File: src/rtl/brc_pkg.sv
package brc_pkg;
  typedef enum logic [2:0] {
    BK_SEQ    = 3'd0,
    BK_JFLAG  = 3'd1,
    BK_JCZ    = 3'd2,
    BK_LOOP   = 3'd3,
    BK_LOOPZ  = 3'd4,
    BK_LOOPNZ = 3'd5,
    BK_RST    = 3'd6,
    BK_JABS   = 3'd7
  } brk_kind_e;

  localparam int unsigned ZF_IDX  = 1;
  localparam int unsigned SEL_W   = 3;
  localparam int unsigned DISP_W  = 8;
  localparam int unsigned BYTE_W  = 8;

  function automatic logic is_loop(brk_kind_e k);
    return (k == BK_LOOP) || (k == BK_LOOPZ) || (k == BK_LOOPNZ);
  endfunction
endpackage

File: src/rtl/brc_count_unit.sv
module brc_count_unit #(
  parameter int unsigned CNT_W = 16
) (
  input  logic [CNT_W-1:0] cnt_i,
  output logic [CNT_W-1:0] dec_o,
  output logic             zero_o,
  output logic             dec_zero_o
);
  localparam logic [CNT_W-1:0] ONE = CNT_W'(1);

  assign dec_o      = cnt_i - ONE;
  assign zero_o     = (cnt_i == '0);
  // new count is zero only when the old count was exactly one
  assign dec_zero_o = (cnt_i == ONE);
endmodule

File: src/rtl/brc_cond_eval.sv
module brc_cond_eval
  import brc_pkg::*;
#(
  parameter int unsigned NFLAG = 5
) (
  input  brk_kind_e        kind_i,
  input  logic [SEL_W-1:0] sel_i,
  input  logic             neg_i,
  input  logic [NFLAG-1:0] flags_i,
  input  logic             cnt_zero_i,
  input  logic             dec_zero_i,
  input  logic             rst_ok_i,
  output logic             take_o
);
  logic flag_sel;
  logic zf;

  always_comb begin
    flag_sel = 1'b0;
    for (int i = 0; i < NFLAG; i++) begin
      if (sel_i == SEL_W'(i)) flag_sel = flags_i[i];
    end
  end

  assign zf = flags_i[ZF_IDX];

  always_comb begin
    unique case (kind_i)
      BK_SEQ:    take_o = 1'b0;
      BK_JFLAG:  take_o = flag_sel ^ neg_i;
      BK_JCZ:    take_o = cnt_zero_i;
      BK_LOOP:   take_o = !dec_zero_i;
      BK_LOOPZ:  take_o = !dec_zero_i && zf;
      BK_LOOPNZ: take_o = !dec_zero_i && !zf;
      BK_RST:    take_o = rst_ok_i;
      BK_JABS:   take_o = 1'b1;
      default:   take_o = 1'b0;
    endcase
  end
endmodule

File: src/rtl/brc_target_gen.sv
module brc_target_gen
  import brc_pkg::*;
#(
  parameter int unsigned ADDR_W = 16
) (
  input  brk_kind_e         kind_i,
  input  logic [ADDR_W-1:0] seq_pc_i,
  input  logic [DISP_W-1:0] disp_i,
  input  logic [BYTE_W-1:0] abs_lo_i,
  input  logic [BYTE_W-1:0] abs_hi_i,
  input  logic [BYTE_W-1:0] op_i,
  output logic [ADDR_W-1:0] target_o,
  output logic              rst_ok_o
);
  localparam int unsigned EXT_W = ADDR_W - DISP_W;

  logic [ADDR_W-1:0] short_tgt;
  logic [ADDR_W-1:0] abs_tgt;
  logic [ADDR_W-1:0] rst_tgt;

  assign short_tgt = seq_pc_i + {{EXT_W{disp_i[DISP_W-1]}}, disp_i};

  generate
    if (ADDR_W > 2 * BYTE_W) begin : g_abs_wide
      assign abs_tgt = {{(ADDR_W - 2 * BYTE_W){1'b0}}, abs_hi_i, abs_lo_i};
    end else begin : g_abs_exact
      assign abs_tgt = {abs_hi_i, abs_lo_i};
    end
  endgenerate

  assign rst_ok_o = (op_i[7:6] == 2'b11) && (op_i[2:0] == 3'b111);
  assign rst_tgt  = ADDR_W'({op_i[5:3], 3'b000});

  always_comb begin
    unique case (kind_i)
      BK_JABS: target_o = abs_tgt;
      BK_RST:  target_o = rst_tgt;
      default: target_o = short_tgt;
    endcase
  end
endmodule

File: src/rtl/brc_resolver.sv
module brc_resolver
  import brc_pkg::*;
#(
  parameter int unsigned ADDR_W = 16,
  parameter int unsigned CNT_W  = 16,
  parameter int unsigned NFLAG  = 5
) (
  input  logic              clk_i,
  input  logic              rst_ni,
  input  logic              valid_i,
  input  logic [2:0]        kind_i,
  input  logic [3:0]        cond_i,
  input  logic [NFLAG-1:0]  flags_i,
  input  logic [CNT_W-1:0]  count_i,
  input  logic [ADDR_W-1:0] seq_pc_i,
  input  logic [7:0]        disp_i,
  input  logic [7:0]        abs_lo_i,
  input  logic [7:0]        abs_hi_i,
  input  logic [7:0]        op_i,
  output logic [ADDR_W-1:0] next_pc_o,
  output logic [CNT_W-1:0]  count_o,
  output logic              taken_o,
  output logic              valid_o
);
  brk_kind_e         kind;
  logic [CNT_W-1:0]  cnt_dec;
  logic              cnt_zero;
  logic              dec_zero;
  logic              rst_ok;
  logic              take;
  logic [ADDR_W-1:0] target;
  logic [ADDR_W-1:0] pc_d;
  logic [CNT_W-1:0]  cnt_d;

  assign kind = brk_kind_e'(kind_i);

  brc_count_unit #(.CNT_W(CNT_W)) i_cnt (
    .cnt_i      (count_i),
    .dec_o      (cnt_dec),
    .zero_o     (cnt_zero),
    .dec_zero_o (dec_zero)
  );

  brc_target_gen #(.ADDR_W(ADDR_W)) i_tgt (
    .kind_i   (kind),
    .seq_pc_i (seq_pc_i),
    .disp_i   (disp_i),
    .abs_lo_i (abs_lo_i),
    .abs_hi_i (abs_hi_i),
    .op_i     (op_i),
    .target_o (target),
    .rst_ok_o (rst_ok)
  );

  brc_cond_eval #(.NFLAG(NFLAG)) i_cond (
    .kind_i     (kind),
    .sel_i      (cond_i[SEL_W-1:0]),
    .neg_i      (cond_i[3]),
    .flags_i    (flags_i),
    .cnt_zero_i (cnt_zero),
    .dec_zero_i (dec_zero),
    .rst_ok_i   (rst_ok),
    .take_o     (take)
  );

  assign pc_d  = take ? target : seq_pc_i;
  assign cnt_d = is_loop(kind) ? cnt_dec : count_i;

  always_ff @(posedge clk_i or negedge rst_ni) begin
    if (!rst_ni) begin
      next_pc_o <= '0;
      count_o   <= '0;
      taken_o   <= 1'b0;
      valid_o   <= 1'b0;
    end else begin
      valid_o <= valid_i;
      if (valid_i) begin
        next_pc_o <= pc_d;
        count_o   <= cnt_d;
        taken_o   <= take;
      end
    end
  end
endmodule

File: config.mk
export PLATFORM = sky130hd
export DESIGN_NAME = brc_resolver
export DESIGN_NICKNAME = d
export VERILOG_FILES = /design/src/rtl/brc_pkg.sv /design/src/rtl/brc_count_unit.sv /design/src/rtl/brc_cond_eval.sv /design/src/rtl/brc_target_gen.sv /design/src/rtl/brc_resolver.sv
export SDC_FILE = /design/constraint.sdc
export NUM_CORES = 1
export LEC_CHECK = 0
export ABC_AREA = 1
export BUFFER_PORTS_ARGS = -buffer_cell sky130_fd_sc_hd__buf_4
export CAP_MARGIN = 20
export CORE_UTILIZATION = 45
export CTS_CLUSTER_DIAMETER = 50
export DETAILED_ROUTE_END_ITERATION = 16
export PLACE_DENSITY_LB_ADDON = 0.15
export RECOVER_POWER = 50
export SYNTH_ARGS = -nofsm -noshare
export SYNTH_HDL_FRONTEND = slang
export SYNTH_HIERARCHICAL = 1
export SYNTH_SLANG_ARGS = --single-unit
File: constraint.sdc
create_clock -name clk_i -period 0.8 [get_ports clk_i]
set_input_delay 0.12 -clock clk_i [delete_from_list [all_inputs] [get_ports clk_i]]
set_output_delay 0.12 -clock clk_i [all_outputs]
set_load 0.005 [all_outputs]
### Yosys cells after proc, flatten, opt, wreduce, memory -nomap -nowiden

Index checks and enable logic that the tools add are counted.

| storage, ports and cells | value |
|---|---|
| register bits after elaboration | 34 |
| latch bits | 0 |
| RAM bits | 0 |
| ROM bits | 0 |
| input bits | 79 |
| output and inout port bits | 34 |
| logic and storage cells | 40 |
| memories kept | 0 |

| cells by class | value |
|---|---|
| add/sub/neg operators | 2 |
| $mul | 0 |
| div/mod/pow operators | 0 |
| $lt $le $gt $ge | 0 |
| equality and inequality tests | 14 |
| shift operators | 0 |
| multiplexer cells | 9 |
| bitwise gates (word level) | 1 |
| reduce and logical (&&, ||, !) cells | 10 |

Operators by type and width:

| cell | count |
|---|---|
| 16-bit two-way mux | 2 |
| 16-bit one-hot mux with 2 select lines | 1 |
| 3-bit equality test, second input constant | 6 |
| 16-bit adder | 1 |
| 16-bit by 1-bit equality test with 1-bit output, second input constant | 1 |
| 16-bit logical NOT | 1 |
| 16-bit by 1-bit subtractor with 16-bit output, second input constant | 1 |
| 3-bit by 2-bit equality test with 1-bit output, second input constant | 4 |
| 1-bit one-hot mux with 8 select lines | 1 |
| 3-bit by 1-bit equality test with 1-bit output, second input constant | 2 |
| 3-bit logical NOT | 2 |
| 1-bit two-way mux | 5 |
| 1-bit logical AND | 3 |
| 2-bit equality test, second input constant | 1 |
| 1-bit logical NOT | 2 |
| 1-bit logical OR | 2 |
| 1-bit bitwise XOR | 1 |

### Logic depth before layout (Yosys ltp)

Gate-level depths: netlist (run 1).

| depth | value |
|---|---|
| depth in word-level cells | 9 |
| mapped depth | 14 |
| gate-level depth less buffers | 13 |

### Hierarchy

Netlist (run 1), hierarchy kept.

By module, submodules not included:

| module | times used | cells an instance | area an instance (µm²) |
|---|---|---|---|
| brc_resolver | 1 | 233 | 1,735.4 |
| brc_target_gen | 1 | 233 | 1,156.1 |
| brc_count_unit | 1 | 89 | 450.4 |
| brc_cond_eval | 1 | 38 | 168.9 |

### Worst setup path after synthesis (run 1)

Ideal clock, no wire load.

| timing | value |
|---|---|
| kind | input port to flip-flop |
| start point | input count_i[5] |
| end point | register next_pc_o[4] |
| data arrival time | 1.553 ns |
| data required time | 0.717 ns |
| setup slack | -0.836 ns |
| stages on the path | 14 |
| cell sequence | nor2_1 -> nand2_2 -> nor2_4 -> nand3_2 -> nor2_1 -> inv_1 -> nand4_1 -> nand2_1 -> nor2_1 -> nand3_1 -> inv_2 -> buf_2 -> nor2_1 -> o21ai_0 |

| on the way | value |
|---|---|
| cells in the longest elaborated chain, start to end | 5 |

RTL lines:

| item | RTL line | RTL |
|---|---|---|
| start: declaration | brc_resolver.sv:14 | `input logic [CNT_W-1:0] count_i,` |
| 16-bit by 1-bit equality test with 1-bit output (*) | brc_count_unit.sv:14 | `assign dec_zero_o = (cnt_i == ONE);` |
| named net dec_zero | brc_resolver.sv:28 | `logic dec_zero;` |
| 1-bit logical NOT (*) | brc_cond_eval.sv:32, brc_cond_eval.sv:33, brc_cond_eval.sv:34 |  |
| 1-bit logical AND, on equally long branches | brc_cond_eval.sv:34, brc_cond_eval.sv:33 |  |
| 1-bit one-hot mux with 8 select lines (*) | brc_cond_eval.sv:28 | `unique case (kind_i)` |
| named net take | brc_resolver.sv:30 | `logic take;` |
| 16-bit two-way mux (*) | brc_resolver.sv:66 | `assign pc_d = take ? target : seq_pc_i;` |
| end signal: assignment | brc_resolver.sv:78 | `next_pc_o <= pc_d;` |
| end: declaration | brc_resolver.sv:20 | `output logic [ADDR_W-1:0] next_pc_o,` |

Mark *: on every way through the listed nets, which the timed path passes. The rest lies on a longest branch.
A chain may end at the register's enable or synchronous reset.

### Worst setup path in the final report (run 1)

| timing | value |
|---|---|
| start point | input count_i[4] |
| end point | register next_pc_o[1] |

Same word-level chain as after synthesis.

==> results.yml, run 1 <==
sta:
  max-slew-margin-rel: 0.679
  fin_crit_ns: 1.56
  worst_pin_slew_ns: 0.482
  fin_tns_setup_ns: -20.18
  period_share: 1.95
  skew_ns: 0
  maxSlewViolCount: 0
  hold_violations: 0
  setup_ws_ns: -0.763
  rsz0062_at_grt: "yes"
  setup_viol: 66
  max_freq_mhz: 640
worst_setup_path:
  r2r_setup_slack_ns: -0.09
  critical_path_class: "in -> reg"
  start_kind: "input pin"
  r2r-end: "count_o[8]$_DFFE_PN0P_"
  crit_fanout: 7
  required_ns: 0.98
  end_kind: "register"
  reg2reg_from: "count_o[8]$_DFFE_PN0P_"
  crit_arrival_ns: 1.74
  reg2reg_depth: 4
global_route:
  grt_max_degree: 35
  grt_overflow: 0
  antenna_found_initial: 0
  grt_usage: 0.297
  grt_pass1_wl_mm: 20.0
  grt_pass1_vias: 4586
route:
  drc: 0
  wire_per_inst_um: 14.2
  drt_iter0_markers: 216
  drtAntennaViolNets: 0
  wirelength_mm: 12.9
  vias: 4815
  vias_per_cell: 5.29
  first_pass_iters: 7
pwr:
  clockPowerShare: 0.188
  p_comb_frac: 0.510
  swShare: 0.360
  sequentialPowerShare: 0.302
  p_leak_nw: 3.34
  power.density_mw_per_mm2: 1180
  p_int_mw: 4.57
  p_sw_mw: 2.57
  vdd_drop_max_mv: 0.782
cells_and_area:
  fin_nets: 907
  insertedDiodeCount: 0
  area_growth_pct: 71.9
  final_area_mm2: 0.00603
  fillers: 522
  drive_gt1_frac: 0.404
hold_path:
  holdPathEnd: "valid_o$_DFF_PN0_"
  holdPathStages: 1
  hold_path.class: "in -> reg"
  hp-start: "valid_i"
synthesis:
  synth.area.mux_share: 0
  synth_top_family_by_area: "simple AND/OR/NAND/NOR gates"
  synth_top_cell_area_share: 0.242
  yosys.area_share.xor_xnor: 0.0150
  synth_simple_gate_area_frac: 0.458
  avgSynthCellArea_um2: 5.92
  synthTopCellsByArea: "dfrtp_1, nand2_1, nand3_1, inv_1, ha_1"
  yosys_warnings: 6
  synth.most_common_cell: "nand2_1"
  postSynth.asyncResetShare: 1.00
  synth_cell_type_count: 32
  seq_area_frac_synth: 0.242
  synth_area_leader_cell: "dfrtp_1"
  synth_edf_count: 0
  synth_compound_area_frac: 0.0873
  synth_common_cells: "nand2_1, inv_1, nand3_1"
  postSynthCellCount: 593
  ys_seq_elements: 34
  syn_area_mm2: 0.00351
  syn_nets: 690
  yosys_most_used_dff: "dfrtp_1"
  synthAdderAreaFrac: 0.0663
floorplan:
  die_h_um: 90.3
  initial_utilization: 0.474
  io_pins: 113
  die_w_um: 90.3
  core_mm2: 0.00741
  die_area_mm2: 0.00816
  rows: 31
clocking:
  cts_sinks: 34
  htree_levels: 2
  clock-root-buffer: "clkbuf_8"
  worstSkewPairLatency_ns: 0.28
  cts_buffers: 5
  cts_tree: "built"
  clk_path_buf_depth: 2
  clk_pin_slew_ns: 0.07
placed_design:
  gp_congestion: 0.900
  place_area_mm2: 0.00516
  place.port_buffers: 112
  post-dp-hpwl_mm: 8.77
run_status:
  status: "finished with violations"
  violations: "negative setup slack"
job:
  maxCapViolations: 0
==> worst max-delay path, cell delays in order <==
cell	delay (ns)
buf_8	0.10
nor2_4	0.11
nand2_2	0.10
nor2_4	0.14
nand3_2	0.10
nor2_2	0.11
inv_2	0.05
nand4_1	0.09
nand2_1	0.07
nor2_2	0.16
nand3_4	0.11
buf_12	0.15
buf_12	0.14
o21ai_4	0.13
o21ai_1	0.07
==> through the flow <==
stage | cells | hold WS (ns) | utilization | setup slack [ns] | total power, mW
floorplan | 593 | -0.176 | - | -0.684 | 3.48
global placement | 861 | 0.0866 | 0.697 | -0.902 | 4.87
detailed placement | 861 | 0.0891 | 0.697 | -0.996 | 4.96
CTS | 892 | 0.00867 | 0.784 | -0.680 | 6.84
global route | 910 | 0.113 | 0.815 | -0.832 | 7.54
finish | 910 | 0.112 | 0.815 | -0.763 | 7.14
==> worst max-delay path by stage <==
| stage | start | endpoint | slack (ns) | depth (start not counted) |
|---|---|---|---|---|
| after floorplan | count_i[7] | next_pc_o[4]$_DFFE_PN0P_ | -0.68 | 14 |
| after global placement | count_i[5] | next_pc_o[12]$_DFFE_PN0P_ | -0.90 | 14 |
| after detailed placement | count_i[7] | next_pc_o[0]$_DFFE_PN0P_ | -1.0 | 14 |
| after CTS | count_i[9] | next_pc_o[0]$_DFFE_PN0P_ | -0.68 | 15 |
| after global routing | count_i[4] | next_pc_o[4]$_DFFE_PN0P_ | -0.83 | 15 |
| final | count_i[4] | next_pc_o[1]$_DFFE_PN0P_ | -0.76 | 15 |
==> layout make-up <==
class,count,area [µm²],share of cell area
Clock buffer,7,86.3,0.0143
Tap cell,99,124,0.0205
Timing Repair Buffer,222,2000,0.331
Sequential cell,34,851,0.141
Inverter,102,423,0.0701
Clock inverter,1,5.00,0.000829
Multi-Input combinational cell,445,2550,0.422
==> repair_timing <==
item | in CTS | in global routing
setup buffers | 21 | 19
pin swaps | 61 | 36
endpoints found under the hold margin | 34 | 0
endpoints found under the setup margin | 66 | 67
resized for setup | 94 | 31
hold buffers | 1 | 0
cloned | 1 | 2
==> sequential cells by signal (all words and copies together) (netlist names) <==
| name | count |
|---|---|
| count_o | 16 |
| next_pc_o | 16 |
| taken_o | 1 |
| valid_o | 1 |
==> power by group through the flow <==
| stage | Combinational [mW] | Clock, mW | Sequential, mW |
|---|---|---|---|
| 4_1_cts | 3.36 | 1.34 | 2.14 |
| 5_1_grt | 3.95 | 1.42 | 2.17 |
| 2_1_floorplan | 1.36 | 0 | 2.12 |
| 6_report | 3.64 | 1.34 | 2.16 |
| 3_5_place_dp | 2.83 | 0 | 2.13 |
| 3_3_place_gp | 2.73 | 0 | 2.13 |
==> placed cells by master, fill, tap and decap left out, types with 2 or more instances in the layout <==
cell type	synthesis	routed
dfrtp_1	34	34
o21ai_2	0	14
nand3_2	5	16
inv_12	0	2
o21ai_1	8	22
a22oi_1	3	3
inv_1	93	84
ha_4	0	3
nand3b_1	5	5
o21ai_4	0	2
buf_8	0	2
nor2_1	48	35
buf_6	1	51
a21oi_1	11	10
o21ai_0	34	4
clkbuf_8	0	6
buf_4	2	156
buf_12	0	10
xor2_1	4	4
nor2_2	6	9
ha_1	17	14
inv_2	8	13
nand4_1	5	5
nand2_4	0	4
clkbuf_1	3	2
nand3_1	76	64
nor2_4	4	14
nor3_2	2	2
nor3_1	2	2
nand3_4	0	2
nand2_1	195	189
nand2_2	11	13
==> routing by layer <==
metal | vias to the layer above | global-route usage | part of all wire
li1 | 2298 | - | -
met1 | 2236 | 0.372 | 0.41
met2 | 250 | 0.520 | 0.50
met3 | 31 | 0.0564 | 0.080
met4 | 0 | 0.0820 | 0.017
met5 | - | 0 | 0
==> kinds of logic after synthesis <==
group	after synthesis
fa+ha+maj	18
compound gates	58
buf+inv	116
simple gates	361
flops	34
xor+xnor	6
Power figures use the tool's default switching activity.
==> run 2, diff against run 1 <==
--- a/config.mk
+++ b/config.mk
@@ -5,7 +5,7 @@
 export SDC_FILE = /design/constraint.sdc
 export NUM_CORES = 1
 export LEC_CHECK = 0
-export ABC_AREA = 1
+export ABC_AREA = 0
 export BUFFER_PORTS_ARGS = -buffer_cell sky130_fd_sc_hd__buf_4
 export CAP_MARGIN = 20
 export CORE_UTILIZATION = 45
==> run 2 against run 1 <==
Clock-buffer cell count fell by 2. Die area down 11%. The flow still finishes with violations (negative setup slack). First-iteration DRC count increased by 26%. Clock skew stayed put. Critical path type unchanged. Via count down 18%. Hold slack lost 0.0055 ns. Wire length fell by 4.7%. Largest power group unchanged. Largest cell class unchanged. Non-clock buffer count rose by 11. Area after synthesis is 12% lower. Sequential cell count did not move. Global-route usage grew 0.099 points. Cell count fell by 26%.
==> results.yml, run 2 <==
sta:
  hold_violations: 0
  fin_crit_ns: 2.25
  setup_viol: 64
  rsz0062_at_grt: "yes"
  skew_ns: 0
  period_share: 2.81
  fin_tns_setup_ns: -37.11
  max_freq_mhz: 445
  setup_ws_ns: -1.45
  worst_pin_slew_ns: 0.455
  max-slew-margin-rel: 0.697
  maxSlewViolCount: 0
cells_and_area:
  final_common_cell: "buf_4"
  area_growth_pct: 76.9
  top_regs: "count_o x16, next_pc_o x16"
  drive_gt1_frac: 0.483
  final_util: 0.844
  final_cell_mix: "buf_4, buf_6, nor2_1, dfrtp_1, a21oi_1"
  insertedDiodeCount: 0
  fin_cells: 671
  fin_nets: 690
worst_setup_path:
  crit_arrival_ns: 2.42
  path_cells: "buf_6 -> or4_4 -> nor4_4 -> and3_1 -> nand2_1 -> o311ai_2 -> a41o_2 -> clkbuf_16 -> mux2i_1 -> a21oi_1"
  end_kind: "register"
  required_ns: 0.98
  r2r_setup_slack_ns: -0.13
  cp_top_family: "simple AND/OR/NAND/NOR gates"
  start_kind: "input pin"
  crit_fanout: 8
  slowest_delay_ns: 0.59
  worst-path-buf-inv: 2
  critPathSlowestCell: "or4_4"
  critical_path_class: "in -> reg"
synthesis:
  synth.most_common_cell: "nor2_1"
  avgSynthCellArea_um2: 8.25
  postSynthCellCount: 376
  synth_cell_type_count: 64
  seq_area_frac_synth: 0.274
  postSynth.asyncResetShare: 1.00
  synth_top_cell_area_share: 0.274
  yosys_most_used_dff: "dfrtp_1"
  synth_common_cells: "nor2_1, dfrtp_1, a21oi_1, nand3_1, a31oi_1"
  synthTopCellsByArea: "dfrtp_1, ha_1, mux2i_1, nor2_1, a21oi_1"
  syn_nets: 473
  synth_edf_count: 0
  syn_area_mm2: 0.00310
  ys_seq_elements: 34
  synth_area_leader_cell: "dfrtp_1"
  yosys_warnings: 6
route:
  vias_per_cell: 5.92
  drtAntennaViolNets: 0
  wirelength_mm: 12.3
  wire_per_inst_um: 18.4
  drt_iter0_markers: 273
  vias: 3971
  first_pass_iters: 5
  drc: 0
pwr:
  vdd_drop_max_mv: 0.961
  p_leak_nw: 2.63
  p_total_mw: 7.56
  power.density_mw_per_mm2: 1380
global_route:
  grt_pass1_vias: 3826
  grt_usage: 0.298
  antenna_found_initial: 0
  grt_pass1_wl_mm: 17.5
  grt_max_degree: 35
  grt_overflow: 0
clocking:
  htree_levels: 2
  cts_tree: "built"
  clock-root-buffer: "clkbuf_8"
  cts_sinks: 34
  clk_pin_slew_ns: 0.09
  worstSkewPairLatency_ns: 0.29
  cts_buffers: 5
  clk_path_buf_depth: 2
job:
  maxCapViolations: 0
floorplan:
  die_h_um: 85.0
  die_w_um: 85.0
  core_mm2: 0.00649
  initial_utilization: 0.477
  io_pins: 113
  die_area_mm2: 0.00723
  rows: 29
placed_design:
  place.port_buffers: 112
  placed_cells: 630
  post-dp-hpwl_mm: 7.47
  gp_congestion: 0.917
hold_path:
  hold_path.class: "in -> reg"
run_status:
  violations: "negative setup slack"
  status: "finished with violations"
-- run 2: cells by family after synthesis --
kind of cell    count (synthesis)  synth area share
compound gates                112             0.226
xor+xnor                       26            0.0734
fa+ha+maj                      18            0.0751
buf+inv                        31            0.0589
flops                          34             0.274
mux                            22            0.0718
simple gates                  133             0.221
-- run 2: path summary, 6_finish.rpt --
path / from / to / cells past startpoint
min in group asynchronous: rst_ni / count_o[11]$_DFFE_PN0P_ / 2
worst min-delay path: count_i[0] / count_o[0]$_DFFE_PN0P_ / 4
worst max-delay path: count_i[7] / next_pc_o[0]$_DFFE_PN0P_ / 10
worst max register to register: next_pc_o[5]$_DFFE_PN0P_ / next_pc_o[5]$_DFFE_PN0P_ / 4
worst min register to register: next_pc_o[15]$_DFFE_PN0P_ / next_pc_o[15]$_DFFE_PN0P_ / 2
max in group asynchronous: rst_ni / count_o[12]$_DFFE_PN0P_ / 2
-- run 2: through the flow --
stage,area (µm²),hold WS (ns),worst slack [ns]
after floorplan,3160,-0.176,-1.48
after global placement,4660,0.0953,-1.54
after detailed placement,4660,0.0998,-1.59
after CTS,5260,0.131,-1.28
after global routing,5480,0.106,-1.47
final,5480,0.106,-1.45
-- run 2: final cells by class --
cell class | count | area, µm²
Clock buffer | 5 | 68.8
Clock inverter | 3 | 68.8
Tap cell | 77 | 96.3
Inverter | 8 | 47.5
Multi-Input combinational cell | 311 | 2250
Sequential cell | 34 | 851
Timing Repair Buffer | 233 | 2100
Fill cell | 362 | 1010
-- run 2: worst register-to-register path: cells and delay by family (launching register included) --
family	cells	cell delay, ns
DFF	1	0.40
buffers and inverters	2	0.26
and+or+nand+nor	1	0.11
AOI/OAI and AO/OA	1	0.06
-- run 2: metal layers --
metal  track usage  wire [µm]  part of all wire  vias up
li1              -          -                 -     1817
met1         0.373       4860              0.39     1896
met2         0.530       6220              0.50      215
met3        0.0409        851             0.069       43
met4        0.0955        396             0.032        0
met5             0          0                 0        -
-- run 2: timing repair --
action / CTS / global route
cloned: 2 / 1
hold buffers: 1 / 0
pin swaps: 21 / 26
setup endpoints to repair: 67 / 67
hold endpoints to repair: 34 / 0
resized for setup: 71 / 28
buffers inserted: 15 / 15
-- run 2: power breakdown --
group | switching [mW] | internal (mW) | total [mW]
Combinational | 1.49 | 1.94 | 3.43
Sequential | 0.188 | 1.95 | 2.14
Clock | 0.740 | 1.25 | 1.99
Total | 2.42 | 5.14 | 7.56
==> run 3, diff against run 2 <==
--- a/config.mk
+++ b/config.mk
@@ -7,11 +7,11 @@
 export LEC_CHECK = 0
 export ABC_AREA = 0
 export BUFFER_PORTS_ARGS = -buffer_cell sky130_fd_sc_hd__buf_4
-export CAP_MARGIN = 20
+export CAP_MARGIN = 0
 export CORE_UTILIZATION = 45
 export CTS_CLUSTER_DIAMETER = 50
 export DETAILED_ROUTE_END_ITERATION = 16
-export PLACE_DENSITY_LB_ADDON = 0.15
+export PLACE_DENSITY = 0.77
 export RECOVER_POWER = 50
 export SYNTH_ARGS = -nofsm -noshare
 export SYNTH_HDL_FRONTEND = slang
==> run 3 against run 2 <==
Worst setup slack improved by 0.013 ns. The run still ends with negative setup slack left. Final area shrank 0.89%. Non-clock buffer count grew 4. Clock power about the same. Clock skew unchanged. Sequential power hardly changed. Highest routed layer unchanged. Critical path type unchanged. Die area unchanged. Sequential share of layout area rose by 0.14 points. First-iteration DRC count increased by 43%. Core utilization fell by 0.75 points.
==> results.yml, run 3 (synthesized netlist as in run 2, its figures left out) <==
run_status:
  status: "finished with violations"
  violations: "negative setup slack"
placed_design:
  post-dp-hpwl_mm: 7.78
  place.port_buffers: 112
  gp_congestion: 0.895
  placed_cells: 637
sta:
  whs_ns: 0.134
  setup_viol: 66
  hold_violations: 0
  maxSlewViolCount: 0
  worst_pin_slew_ns: 0.501
  setup_ws_ns: -1.43
  max-slew-margin-rel: 0.666
  rsz0062_at_grt: "yes"
  max_freq_mhz: 448
  fin_crit_ns: 2.23
  period_share: 2.79
  skew_ns: 0
global_route:
  grt_max_degree: 35
  grt_overflow: 0
  grt_pass1_wl_mm: 18.2
  grt_usage: 0.315
  antenna_found_initial: 0
  grt_pass1_vias: 3995
clocking:
  cts_buffers: 5
  worstSkewPairLatency_ns: 0.29
  clk_path_buf_depth: 2
  cts_tree: "built"
  cts_sinks: 34
  clock-root-buffer: "clkbuf_8"
  htree_levels: 2
  clk_pin_slew_ns: 0.08
cells_and_area:
  insertedDiodeCount: 0
  top_regs: "count_o x16, next_pc_o x16"
  area_growth_pct: 75.3
  fin_cells: 675
  fin_nets: 694
  final_cell_mix: "buf_4, buf_6, nor2_1, dfrtp_1"
  final_common_cell: "buf_4"
  drive_gt1_frac: 0.478
  fillers: 356
pwr:
  p_leak_nw: 2.60
  vdd_drop_max_mv: 0.988
  p_comb_frac: 0.453
  clockPowerShare: 0.262
  p_sw_mw: 2.41
  power.density_mw_per_mm2: 1390
  p_int_mw: 5.14
  swShare: 0.319
  sequentialPowerShare: 0.286
floorplan:
  die_h_um: 85.0
  die_area_mm2: 0.00723
  initial_utilization: 0.477
  core_mm2: 0.00649
  die_w_um: 85.0
  rows: 29
  io_pins: 113
worst_setup_path:
  r2r-end: "count_o[6]$_DFFE_PN0P_"
  reg2reg_from: "count_o[6]$_DFFE_PN0P_"
  end_kind: "register"
  path_cells: "buf_12 -> inv_12 -> ha_4 -> or3b_4 -> nor4_4 -> and3_1 -> nand2_1 -> o311ai_2 -> a41o_2 -> clkbuf_16 -> mux2i_1 -> a21oi_1"
  start_kind: "input pin"
  reg2reg_depth: 3
  crit_arrival_ns: 2.41
  cp_top_family: "simple AND/OR/NAND/NOR gates"
  required_ns: 0.98
  worst-path-buf-inv: 3
  r2r_setup_slack_ns: -0.17
  critPathSlowestCell: "or3b_4"
  critical_path_class: "in -> reg"
  crit_fanout: 4
  slowest_delay_ns: 0.39
  crit_start: "count_i[0]"
hold_path:
  holdPathStages: 3
  hold_path.class: "in -> reg"
  holdPathEnd: "next_pc_o[15]$_DFFE_PN0P_"
  hp-start: "seq_pc_i[15]"
route:
  drtAntennaViolNets: 0
  wirelength_mm: 12.8
  wire_per_inst_um: 18.9
  first_pass_iters: 5
  vias: 4132
  vias_per_cell: 6.12
  drt_iter0_markers: 390
  drc: 0
job:
  maxCapViolations: 0
run 3: changes by cell type in the layout (fill, tap and decap cells not counted), moves of 2 or more:
cell	delta
buf_4	+10
buf_6	-4
a31oi_1	+3
a31oi_2	-3
buf_12	-2
nand3_1	+2
nand3_2	-2
o21ai_0	+2
o21ai_2	-2
run 3: layer usage:
metal  GRT usage  vias up  part of all wire
li1            -     1830                 -
met1       0.354     1946              0.36
met2       0.566      277              0.50
met3      0.0593       79             0.086
met4       0.166        0             0.053
met5           0        -                 0
run 3: stage by stage:
| step | utilization | setup TNS (ns) | worst slack [ns] | total power, mW | instance area (µm²) |
|---|---|---|---|---|---|
| 5_1_grt | 0.837 | -41.31 | -1.53 | 7.85 | 5440 |
| 4_1_cts | 0.811 | -33.93 | -1.28 | 7.24 | 5270 |
| 3_3_place_gp | 0.725 | -39.28 | -1.52 | 4.78 | 4710 |
| 6_report | 0.837 | -38.43 | -1.43 | 7.55 | 5440 |
| 3_5_place_dp | 0.725 | -40.70 | -1.59 | 4.88 | 4710 |
| 2_1_floorplan | - | -32.01 | -1.48 | 3.39 | 3160 |
run 3: power by group through the flow:
| stage | clock network, mW | logic [mW] | registers [mW] |
|---|---|---|---|
| 2_1_floorplan | 0 | 1.27 | 2.12 |
| 3_3_place_gp | 0 | 2.66 | 2.12 |
| 3_5_place_dp | 0 | 2.75 | 2.13 |
| 4_1_cts | 1.97 | 3.14 | 2.14 |
| 5_1_grt | 2.04 | 3.64 | 2.17 |
| 6_report | 1.97 | 3.42 | 2.16 |
run 3: worst register-to-register path, delay by kind of cell (launching register included):
family          cells  cell delay, ns
simple gates        1            0.19
compound gates      1            0.10
flops               1            0.40
buf+inv             1            0.15
run 3: worst max path at each step:
stage / to / slack, ns / depth (start not counted)
floorplan: next_pc_o[3]$_DFFE_PN0P_ / -1.48 / 10
global placement: next_pc_o[2]$_DFFE_PN0P_ / -1.52 / 10
detailed placement: next_pc_o[13]$_DFFE_PN0P_ / -1.59 / 10
CTS: taken_o$_DFFE_PN0P_ / -1.28 / 9
global route: next_pc_o[5]$_DFFE_PN0P_ / -1.53 / 12
finish: next_pc_o[5]$_DFFE_PN0P_ / -1.43 / 12
run 3: final cells by class:
type | count | area [µm²] | share of cell area
inverters | 8 | 47.5 | 0.00875
clock inverters | 3 | 68.8 | 0.0127
clock buffers | 5 | 68.8 | 0.0127
flip-flops and latches | 34 | 851 | 0.157
repair buffers | 237 | 2090 | 0.384
multi-input cells | 311 | 2210 | 0.407
well taps | 77 | 96.3 | 0.0177
run 3: repair_timing:
action | 4_1_cts | 5_1_grt
setup buffers | 18 | 10
hold buffers | 1 | 0
gates resized for setup | 65 | 12
gates cloned | 1 | 2
pin swaps | 16 | 29
endpoints found under the setup margin | 67 | 67
hold endpoints to repair | 34 | 0
